===== config.mk =====
export PLATFORM = sky130hd
export DESIGN_NAME = adc_seq_core
export DESIGN_NICKNAME = d
export VERILOG_FILES = /design/src/rtl/adc_seq_pkg.sv /design/src/rtl/adc_seq_sync.sv /design/src/rtl/adc_seq_ctrl.sv /design/src/rtl/adc_seq_dp.sv /design/src/rtl/adc_seq_core.sv
export SDC_FILE = /design/constraint.sdc
export NUM_CORES = 1
export LEC_CHECK = 0
export BUFFER_PORTS_ARGS = -buffer_cell sky130_fd_sc_hd__buf_2
export CAP_MARGIN = 20
export CORE_ASPECT_RATIO = 0.9
export CORE_UTILIZATION = 56
export DETAILED_ROUTE_END_ITERATION = 16
export PLACE_DENSITY = 0.75
export SLEW_MARGIN = 10
export SYNTH_ARGS = -nofsm -noshare
export SYNTH_HDL_FRONTEND = slang
export SYNTH_HIERARCHICAL = 1
export SYNTH_SLANG_ARGS = --single-unit

===== constraint.sdc =====
create_clock -name clk -period 4.85 [get_ports clk]
set_input_delay 0.2425 -clock clk [delete_from_list [all_inputs] [get_ports clk]]
set_output_delay 0.2425 -clock clk [all_outputs]
set_load 0.05 [all_outputs]

===== src/rtl/adc_seq_pkg.sv =====
package adc_seq_pkg;

  typedef enum logic [1:0] {
    ST_OFF   = 2'd0,
    ST_PWRUP = 2'd1,
    ST_TRACK = 2'd2,
    ST_CONV  = 2'd3
  } seqState_t;

  typedef struct packed {
    logic loadHold;
    logic decide;
    logic finish;
    logic handoff;
  } seqStrobe_t;

endpackage


===== src/rtl/adc_seq_sync.sv =====
module adc_seq_sync #(
  parameter int STAGES = 2
) (
  input  logic clk,
  input  logic rstN,
  input  logic asyncIn,
  output logic syncOut,
  output logic riseOut,
  output logic fallOut
);

  logic [STAGES-1:0] chain;
  logic prevQ;

  always_ff @(posedge clk or negedge rstN) begin
    if (!rstN) begin
      chain <= '0;
      prevQ <= 1'b0;
    end else begin
      chain <= {chain[STAGES-2:0], asyncIn};
      prevQ <= chain[STAGES-1];
    end
  end

  assign syncOut = chain[STAGES-1];
  assign riseOut = chain[STAGES-1] & ~prevQ;
  assign fallOut = ~chain[STAGES-1] & prevQ;

endmodule


===== src/rtl/adc_seq_ctrl.sv =====
module adc_seq_ctrl import adc_seq_pkg::*; #(
  parameter int NBITS     = 10,
  parameter int PWRUP_CYC = 50,
  parameter int CONV_CYC  = 100,
  parameter int ACQ_CYC   = 5
) (
  input  logic       clk,
  input  logic       rstN,
  input  logic       startLvl,
  input  logic       startRise,
  input  logic       startFall,
  input  logic       readBusy,
  output seqStrobe_t strb,
  output logic       powerOn,
  output logic       tracking,
  output logic       converting,
  output logic       convDone
);

  localparam int BIT_CYC = CONV_CYC / NBITS;
  localparam int PC_W = $clog2(PWRUP_CYC + 1);
  localparam int PH_W = $clog2(BIT_CYC + 1);
  localparam int BT_W = $clog2(NBITS + 1);
  localparam int AQ_W = $clog2(ACQ_CYC + 1);
  localparam logic [PC_W-1:0] PWR_LAST = PC_W'(PWRUP_CYC - 1);
  localparam logic [PH_W-1:0] PH_LAST  = PH_W'(BIT_CYC - 1);
  localparam logic [BT_W-1:0] BIT_LAST = BT_W'(NBITS - 1);
  localparam logic [AQ_W-1:0] ACQ_MIN  = AQ_W'(ACQ_CYC);

  seqState_t stateQ, stateD;
  logic [PC_W-1:0] pwrCntQ;
  logic [PH_W-1:0] phaseQ;
  logic [BT_W-1:0] bitQ;
  logic [AQ_W-1:0] acqQ;
  logic pendQ, pendHandQ, convDoneQ;
  logic pwrDone, acqOk, startConv, decideNow, lastDecide, handoff;

  assign pwrDone    = (stateQ == ST_PWRUP) && (pwrCntQ == PWR_LAST);
  assign acqOk      = (acqQ == ACQ_MIN);
  assign decideNow  = (stateQ == ST_CONV) && (phaseQ == PH_LAST);
  assign lastDecide = decideNow && (bitQ == BIT_LAST);
  assign handoff    = pendHandQ && !readBusy;

  always_comb begin
    startConv = 1'b0;
    stateD    = stateQ;
    unique case (stateQ)
      ST_OFF: begin
        if (startRise) stateD = ST_PWRUP;
      end
      ST_PWRUP: begin
        if (pwrDone) begin
          startConv = pendQ || startFall;
          stateD    = startConv ? ST_CONV : ST_TRACK;
        end
      end
      ST_TRACK: begin
        startConv = acqOk && (pendQ || startFall);
        if (startConv) stateD = ST_CONV;
      end
      ST_CONV: begin
        if (lastDecide) stateD = startLvl ? ST_TRACK : ST_OFF;
      end
      default: stateD = ST_OFF;
    endcase
  end

  always_ff @(posedge clk or negedge rstN) begin
    if (!rstN) begin
      stateQ    <= ST_OFF;
      pwrCntQ   <= '0;
      phaseQ    <= '0;
      bitQ      <= '0;
      acqQ      <= '0;
      pendQ     <= 1'b0;
      pendHandQ <= 1'b0;
      convDoneQ <= 1'b0;
    end else begin
      stateQ <= stateD;
      pwrCntQ <= (stateQ == ST_PWRUP) ? pwrCntQ + 1'b1 : '0;

      if (stateQ != ST_TRACK) acqQ <= '0;
      else if (!acqOk)        acqQ <= acqQ + 1'b1;

      if (stateQ != ST_CONV) begin
        phaseQ <= '0;
        bitQ   <= '0;
      end else if (phaseQ == PH_LAST) begin
        phaseQ <= '0;
        bitQ   <= bitQ + 1'b1;
      end else begin
        phaseQ <= phaseQ + 1'b1;
      end

      if (startConv || stateQ == ST_OFF || stateQ == ST_CONV) pendQ <= 1'b0;
      else if (startFall)                                     pendQ <= 1'b1;

      if (lastDecide)   pendHandQ <= 1'b1;
      else if (handoff) pendHandQ <= 1'b0;

      convDoneQ <= lastDecide;
    end
  end

  assign strb.loadHold = startConv;
  assign strb.decide   = decideNow;
  assign strb.finish   = lastDecide;
  assign strb.handoff  = handoff;

  assign powerOn    = (stateQ != ST_OFF);
  assign tracking   = (stateQ == ST_TRACK);
  assign converting = (stateQ == ST_CONV);
  assign convDone   = convDoneQ;

  AST_STAY_ASLEEP: assert property (@(posedge clk) disable iff (!rstN)
    (!powerOn && !startRise) |=> !powerOn);
  AST_DONE_ENDS_CONV: assert property (@(posedge clk) disable iff (!rstN)
    convDone |-> $past(converting));
  AST_POWER_DECISION: assert property (@(posedge clk) disable iff (!rstN)
    convDone |-> (powerOn == $past(startLvl)));
  AST_TRACK_BEFORE_HOLD: assert property (@(posedge clk) disable iff (!rstN)
    $rose(converting) |-> ($past(stateQ == ST_PWRUP) || $past(acqQ == ACQ_MIN)));

endmodule


===== src/rtl/adc_seq_dp.sv =====
module adc_seq_dp import adc_seq_pkg::*; #(
  parameter int NBITS = 10
) (
  input  logic             clk,
  input  logic             rstN,
  input  seqStrobe_t       strb,
  input  logic [NBITS-1:0] sampleCode,
  output logic [NBITS-1:0] resultCode,
  output logic             latchReq
);

  localparam logic [NBITS-1:0] MSB_MASK = {1'b1, {(NBITS-1){1'b0}}};

  logic [NBITS-1:0] holdQ, sarQ, maskQ, doneQ, resultQ;
  logic [NBITS-1:0] trial, nextSar;
  logic latchQ;

  assign trial   = sarQ | maskQ;
  assign nextSar = (holdQ >= trial) ? trial : sarQ;

  always_ff @(posedge clk or negedge rstN) begin
    if (!rstN) begin
      holdQ   <= '0;
      sarQ    <= '0;
      maskQ   <= '0;
      doneQ   <= '0;
      resultQ <= '0;
      latchQ  <= 1'b0;
    end else begin
      if (strb.loadHold) begin
        holdQ <= sampleCode;
        sarQ  <= '0;
        maskQ <= MSB_MASK;
      end else if (strb.decide) begin
        sarQ  <= nextSar;
        maskQ <= maskQ >> 1;
      end
      if (strb.finish)  doneQ   <= nextSar;
      if (strb.handoff) resultQ <= doneQ;
      latchQ <= strb.handoff;
    end
  end

  assign resultCode = resultQ;
  assign latchReq   = latchQ;

  AST_RESULT_IS_HELD_CODE: assert property (@(posedge clk) disable iff (!rstN)
    strb.finish |=> (doneQ == $past(holdQ)));
  AST_LATCH_ONE_CYCLE: assert property (@(posedge clk) disable iff (!rstN)
    latchReq |=> !latchReq);

endmodule


===== src/rtl/adc_seq_core.sv =====
module adc_seq_core import adc_seq_pkg::*; #(
  parameter int NBITS       = 10,
  parameter int PWRUP_CYC   = 50,
  parameter int CONV_CYC    = 100,
  parameter int ACQ_CYC     = 5,
  parameter int SYNC_STAGES = 2
) (
  input  logic             clk,
  input  logic             rstN,
  input  logic             startIn,
  input  logic [NBITS-1:0] sampleCode,
  input  logic             readBusy,
  output logic             powerOn,
  output logic             tracking,
  output logic             converting,
  output logic             convDone,
  output logic             latchReq,
  output logic [NBITS-1:0] resultCode
);

  logic startLvl, startRise, startFall;
  seqStrobe_t strb;

  adc_seq_sync #(.STAGES(SYNC_STAGES)) sync_i (
    .clk(clk), .rstN(rstN), .asyncIn(startIn),
    .syncOut(startLvl), .riseOut(startRise), .fallOut(startFall)
  );

  adc_seq_ctrl #(
    .NBITS(NBITS), .PWRUP_CYC(PWRUP_CYC), .CONV_CYC(CONV_CYC), .ACQ_CYC(ACQ_CYC)
  ) ctrl_i (
    .clk(clk), .rstN(rstN), .startLvl(startLvl), .startRise(startRise),
    .startFall(startFall), .readBusy(readBusy), .strb(strb),
    .powerOn(powerOn), .tracking(tracking), .converting(converting),
    .convDone(convDone)
  );

  adc_seq_dp #(.NBITS(NBITS)) dp_i (
    .clk(clk), .rstN(rstN), .strb(strb), .sampleCode(sampleCode),
    .resultCode(resultCode), .latchReq(latchReq)
  );

  AST_HANDOFF_WAITS_READ: assert property (@(posedge clk) disable iff (!rstN)
    latchReq |-> !$past(readBusy));

endmodule


Word level (Yosys, flattened, before mapping)
Index checks and enable logic that the tools add are counted. W data, S select, Z words.

Register bits after elaboration: 76. Bits of input ports: 14. Output and inout port bits: 15. Word-level logic and storage cells: 81.

Magnitude comparators: 1. Add/sub/neg operators: 4. Multiplexer cells: 25. Reduce and logical (&&, ||, !) cells: 16. Bitwise gates (word level): 5. Equal/unequal tests: 14.

Operator list (number): $mux W10 (5); $mux W4 (4); $ge A10 B10 Y1 (1); $mux W2 (5); $or A10 B10 Y10 (1); $reduce_bool A2 Y1 (5); $add A4 B1 Y4 const B (2); $eq A4 B4 Y1 const B (2); $ne A2 B1 Y1 const B (4); $pmux W2 S4 (1); $add A6 B1 Y6 const B (1); $eq A6 B6 Y1 const B (1); $mux W1 (6); $mux W3 (2); $mux W6 (1); $ne A2 B2 Y1 const B (3); $logic_and A1 B1 Y1 (5); $eq A2 B2 Y1 const B (2); $reduce_and A4 Y1 (1); $add A3 B1 Y3 const B (1); $eq A3 B3 Y1 const B (1); $logic_or A1 B1 Y1 (3); $and A1 B1 Y1 (2); $eq A2 B1 Y1 const B (1); 4 further kinds (5).

Depth between registers and ports, before layout
Depth after elaboration: 8. Gate-level depth with buffers: 9. Gate-level depth less buffers: 7.

Cells and area by module
The synthesis kept the hierarchy.

Modules (own cells, without submodules): adc_seq_dp (times used 1, area each 2381.0 um^2, seq. area each 1276.2 um^2, cells an instance 202); adc_seq_ctrl (times used 1, area each 1224.9 um^2, seq. area each 550.5 um^2, cells an instance 118); adc_seq_sync (times used 1, area each 90.1 um^2, seq. area each 75.1 um^2, cells an instance 5).

Least setup slack after synthesis
OpenSTA, ideal clock, no wires.

Path kind: flip-flop to flip-flop. Start: register ctrl_i.stateQ[0]. End: register dp_i.doneQ[8]. Clock period less this slack: 2421 ps. Data required time: 4756 ps. Buffers on the path: 4. Path slack: 2429 ps. Arrival: 2327 ps. Cell stages (with the launch flop): 9. Library setup time: 94 ps. Cell sequence: dfrtp_1 ha_1 clkbuf_1 and3_2 buf_4 clkbuf_1 clkbuf_1 nor2_1 a211oi_1.

Longest elaborated chain between the ends: 3.

RTL lines: start: declaration (RTL line adc_seq_ctrl.sv:30) `seqState_t stateQ, stateD;`; start signal: assignment (RTL line adc_seq_ctrl.sv:79) `stateQ <= stateD;`; $eq A2 B2 Y1; named net converting (RTL line adc_seq_core.sv:15) `output logic converting,`; $logic_and A1 B1 Y1 (RTL line adc_seq_ctrl.sv:40) `assign decideNow = (stateQ == ST_CONV) && (phaseQ == PH_LAST);`; $logic_and A1 B1 Y1 (RTL line adc_seq_ctrl.sv:41) `assign lastDecide = decideNow && (bitQ == BIT_LAST);`; named net ctrl_i.lastDecide (RTL line adc_seq_ctrl.sv:36) `logic pwrDone, acqOk, startConv, decideNow, lastDecide, handoff;`; end signal: assignment (RTL line adc_seq_dp.sv:38) `if (strb.finish) doneQ <= nextSar;`; end: declaration (RTL line adc_seq_dp.sv:14) `logic [NBITS-1:0] holdQ, sarQ, maskQ, doneQ, resultQ;`.

The timed path passes the listed nets, and every way through them passes these cells. A chain may end at the register's enable or synchronous reset.

==> run_results.csv <==
group,metric,value,unit
pwr,seqPwrFrac,47.7,%
worst_setup_path,critical_path.cell_chain,"ha_1 -> and3_2 -> clkinv_1 -> a2111oi_0 -> a211oi_1",
layout,finalCoreUtilization,65.4,%
timing,achievable-frequency,388,MHz
placed_design,port_buffers,28,
pwr,power.switching_fraction,30.9,%
route,routed-via-count,2498,
synth,yosysSeqAreaShare,51.5,%
route,violation_count_after_the_first_detailed_route_iteration,251,
floorplan,fp.dieH,79.1,µm
route,route.detailed.vias_per_inst,5.66,
placed_design,placed_cell_area,3880,µm²
layout,finish.net_count,386,
floorplan,rows,27,
grt,gr-total-overflow,0,
clocking,cts_made_buffers,9,
synth,ys_top_cells_by_area,"sky130_fd_sc_hd__dfrtp_1 (51%), sky130_fd_sc_hd__ha_1 (7.8%), sky130_fd_sc_hd__mux2_2 (5.8%)",
timing,report.final.hold_viol_count,0,
synth,post-synth-top-area-fraction,51.5,%
clocking,cts_num_sinks,76,
route,detailed_route_drc_error_count,0,
worst_setup_path,crit_path_max_fanout,22,
synth,synth.net_count,362,
timing,finalSetupViolations,0,
route,dr.pass1.iters,4,
pwr,intPower,1030,µW
clocking,tritoncts,"built",
route,post_drt_wl_per_cell,15.4,µm
worst_setup_path,slowest_delay,0.53,ns
floorplan,floorplan.die_area,6930,µm²
job,drv.max_cap_violation_count,0,
floorplan,io-pin-count,29,
route,antenna_left,0,
floorplan,core_area,6250,µm²
grt,number_of_antenna_violations_at_the_first_check_in_global_routing,0,
layout,fin_area,4090,µm²
timing,fin_tns_setup,0,ns
synth,total_of_flip_flops_plus_latches_after_synthesis,76,
synth,synth_top_flop_cell,"sky130_fd_sc_hd__dfrtp_1",
clocking,htree_num_levels,3,
pwr,power_density,364,nW/µm²
clocking,post_cts_setup_buffer_count,0,
pwr,p_switching,460,µW
pwr,comb_power_share,20.3,%
clocking,clk_latency,0.35,ns
timing,final_period_minus_worst_setup_slack,2.57,ns
status,status,"complete, no violations",
timing,rsz0062_at_grt,"no",
layout,area_growth,10.6,%
grt,via_count_of_the_first_global_routing_pass,2451,
pwr,power.share.clock,32.1,%
timing,worst_pin_slew,0.938,ns
synth,synth-edff-count,0,
synth,postSynthAreaPerCell,11.4,µm²
worst_setup_path,critical_path_required,5.07,ns
pwr,max-vdd-ir-drop,0.000238,V
route,drt-total-wl,6.79,mm
grt,busiest_layer,"met2",
layout,drive_above_1_share,24.3,%
layout,seqCellArea,1900,µm²
layout,fillCellCount,483,
layout,instances_no_fill,441,
placed_design,post-dp-hpwl,4.53,mm
timing,finalCritPeriodShare,53.1,%
synth,post_synth_most_frequent_cells,"sky130_fd_sc_hd__dfrtp_1 (76), sky130_fd_sc_hd__nor2_1 (40), sky130_fd_sc_hd__ha_1 (23), sky130_fd_sc_hd__mux2_2 (19), sky130_fd_sc_hd__a21oi_1 (17)",
clocking,cts_resized,0,
worst_setup_path,sort_of_element_at_the_end_of_the_critical_path,"register",
grt,grt_use_total,22.3,%
grt,largest_net_degree_at_the_start_of_global_routing,77,
synth,syn-cell-area,3700,µm²
synth,synthCells,325,
grt,grt_pass1_wl,11.6,mm
placed_design,gp_congestion,0.761,
clocking,worst_setup_hold_path_clk_slew,0.08,ns
grt,globalRouteMet3Util,5.93,%
floorplan,die_width,87.6,µm
worst_setup_path,worst_ep_arrival_time,2.79,ns
grt,met1_usage,31.0,%
grt,met2_usage,34.0,%
synth,yosysMostFrequentCell,"sky130_fd_sc_hd__dfrtp_1",
worst_setup_path,crit_path_category,"reg2reg",
timing,final-max-slew-violation-count,0,
hold_path,timing.hold.worst.class,"in2async",
synth,synth.lib_cells_used.distinct,48,
layout,antenna_cells,0,
clocking,ctsLongestPathBuffers,2,
synth,yosys_warnings,6,
timing,relSlewSlack,37.5,%
layout,multiInputGateArea,1650,µm²
synth,synth_area_leader_cell,"sky130_fd_sc_hd__dfrtp_1",
placed_design,dpl.cell_count,424,
worst_setup_path,critical_path.slowest_cell,"sky130_fd_sc_hd__and3_2",
clocking,clk_root_buffer_cell,"sky130_fd_sc_hd__clkbuf_8",
timing,finClkSkew,0.00948,ns
pwr,static-leakage-power,0.00193,µW
floorplan,initial_core_util,59.1,%
worst_setup_path,setup.worst_path.start_class,"register",
synth,async_reset_ff_share,100,%
-- layout by cell type, fill, tap and decap left out, types with 4 or more instances in the layout --
cell / n
sky130_fd_sc_hd__dfrtp_1: 76
sky130_fd_sc_hd__nor2_1: 40
sky130_fd_sc_hd__buf_2: 27
sky130_fd_sc_hd__ha_1: 23
sky130_fd_sc_hd__mux2_2: 19
sky130_fd_sc_hd__a21oi_1: 16
sky130_fd_sc_hd__nand4_1: 13
sky130_fd_sc_hd__inv_1: 12
sky130_fd_sc_hd__nand2_1: 12
sky130_fd_sc_hd__a31oi_1: 12
sky130_fd_sc_hd__clkbuf_8: 10
sky130_fd_sc_hd__mux2i_1: 10
sky130_fd_sc_hd__a2111oi_2: 9
sky130_fd_sc_hd__a211oi_1: 9
sky130_fd_sc_hd__xnor2_1: 7
sky130_fd_sc_hd__buf_4: 5
sky130_fd_sc_hd__o21ai_0: 4
sky130_fd_sc_hd__and2_1: 4
-- layer usage --
metal	wire length, µm	share of wire, %
met1	3210	47
met2	3170	47
met3	299	4.4
met4	105	1.5
met5	0	0
-- path summary, 6_finish.rpt --
| path | cells after the start | to | from | slack (ns) |
|---|---|---|---|---|
| worst max-delay path | 5 | dp_i/doneQ[9] | ctrl_i/stateQ[0] | 2.28 |
| worst min-delay path | 1 | ctrl_i/pwrCntQ[2] | rstN | 0.03 |
| worst max register to register | 5 | dp_i/doneQ[9] | ctrl_i/stateQ[0] | 2.28 |
| worst min register to register | 0 | sync_i/chain[1] | sync_i/chain[0] | 0.35 |
| max in group asynchronous | 1 | ctrl_i/acqQ[0] | rstN | 4.21 |
| min in group clk | 3 | dp_i/holdQ[0] | sampleCode[0] | 0.11 |
-- sequential cells by signal, summed over array words and instances (netlist names) --
register	flops
sync_i/prevQ	1
ctrl_i/pwrCntQ	6
dp_i/holdQ	10
ctrl_i/acqQ	3
dp_i/maskQ	10
dp_i/latchReq	1
ctrl_i/convDone	1
ctrl_i/bitQ	4
sync_i/chain	2
dp_i/resultCode	10
dp_i/doneQ	10
ctrl_i/stateQ	2
ctrl_i/phaseQ	4
ctrl_i/pendHandQ	1
ctrl_i/pendQ	1
dp_i/sarQ	10
-- power by group through the flow --
stage          sequential, µW  combinational, µW  clock [µW]
2_1_floorplan             712                234           0
3_3_place_gp              717                296           0
3_5_place_dp              720                300           0
4_1_cts                   707                303         493
5_1_grt                   716                338         515
6_report                  709                302         477
-- layout make-up --
class,count,area share (%)
Clock inverter,6,1.56
Clock buffer,10,3.37
Inverter,13,1.19
Timing Repair Buffer,33,4.47
Tap cell,87,2.66
Multi-Input combinational cell,216,40.2
Sequential cell,76,46.5
-- repair_timing --
item / CTS / global route
hold buffers: 1 / 0
endpoints found under the hold margin: 1 / 0
endpoints found under the setup margin: 0 / 0
-- critical path: cells and delay by family, from the launching register on --
kind / cells / cell delay, ns
simple gates: 1 / 0.53
compound gates: 2 / 0.59
fa+ha+maj: 1 / 0.40
flops: 1 / 0.45
buf+inv: 1 / 0.48
-- through the flow --
step | hold WS (ns) | total power (µW) | setup slack [ns]
6_report | 0.0291 | 1490 | 2.28
2_1_floorplan | -0.0531 | 946 | 2.43
3_3_place_gp | 0.333 | 1010 | 2.42
5_1_grt | 0.0917 | 1570 | 2.04
4_1_cts | 0.0662 | 1500 | 2.30
3_5_place_dp | 0.337 | 1020 | 2.32
-- kinds of logic after synthesis --
logic type | Yosys count | synth area share [%]
AND/OR/NAND/NOR | 88 | 11.9
flip-flops | 76 | 51.5
AO/OA/AOI/OAI | 66 | 13.8
buffers and inverters | 33 | 4.13
multiplexers | 29 | 8.50
adder cells (fa/ha/maj) | 23 | 7.79
XOR/XNOR | 10 | 2.37
No activity file was read; power rests on OpenSTA's default activity.
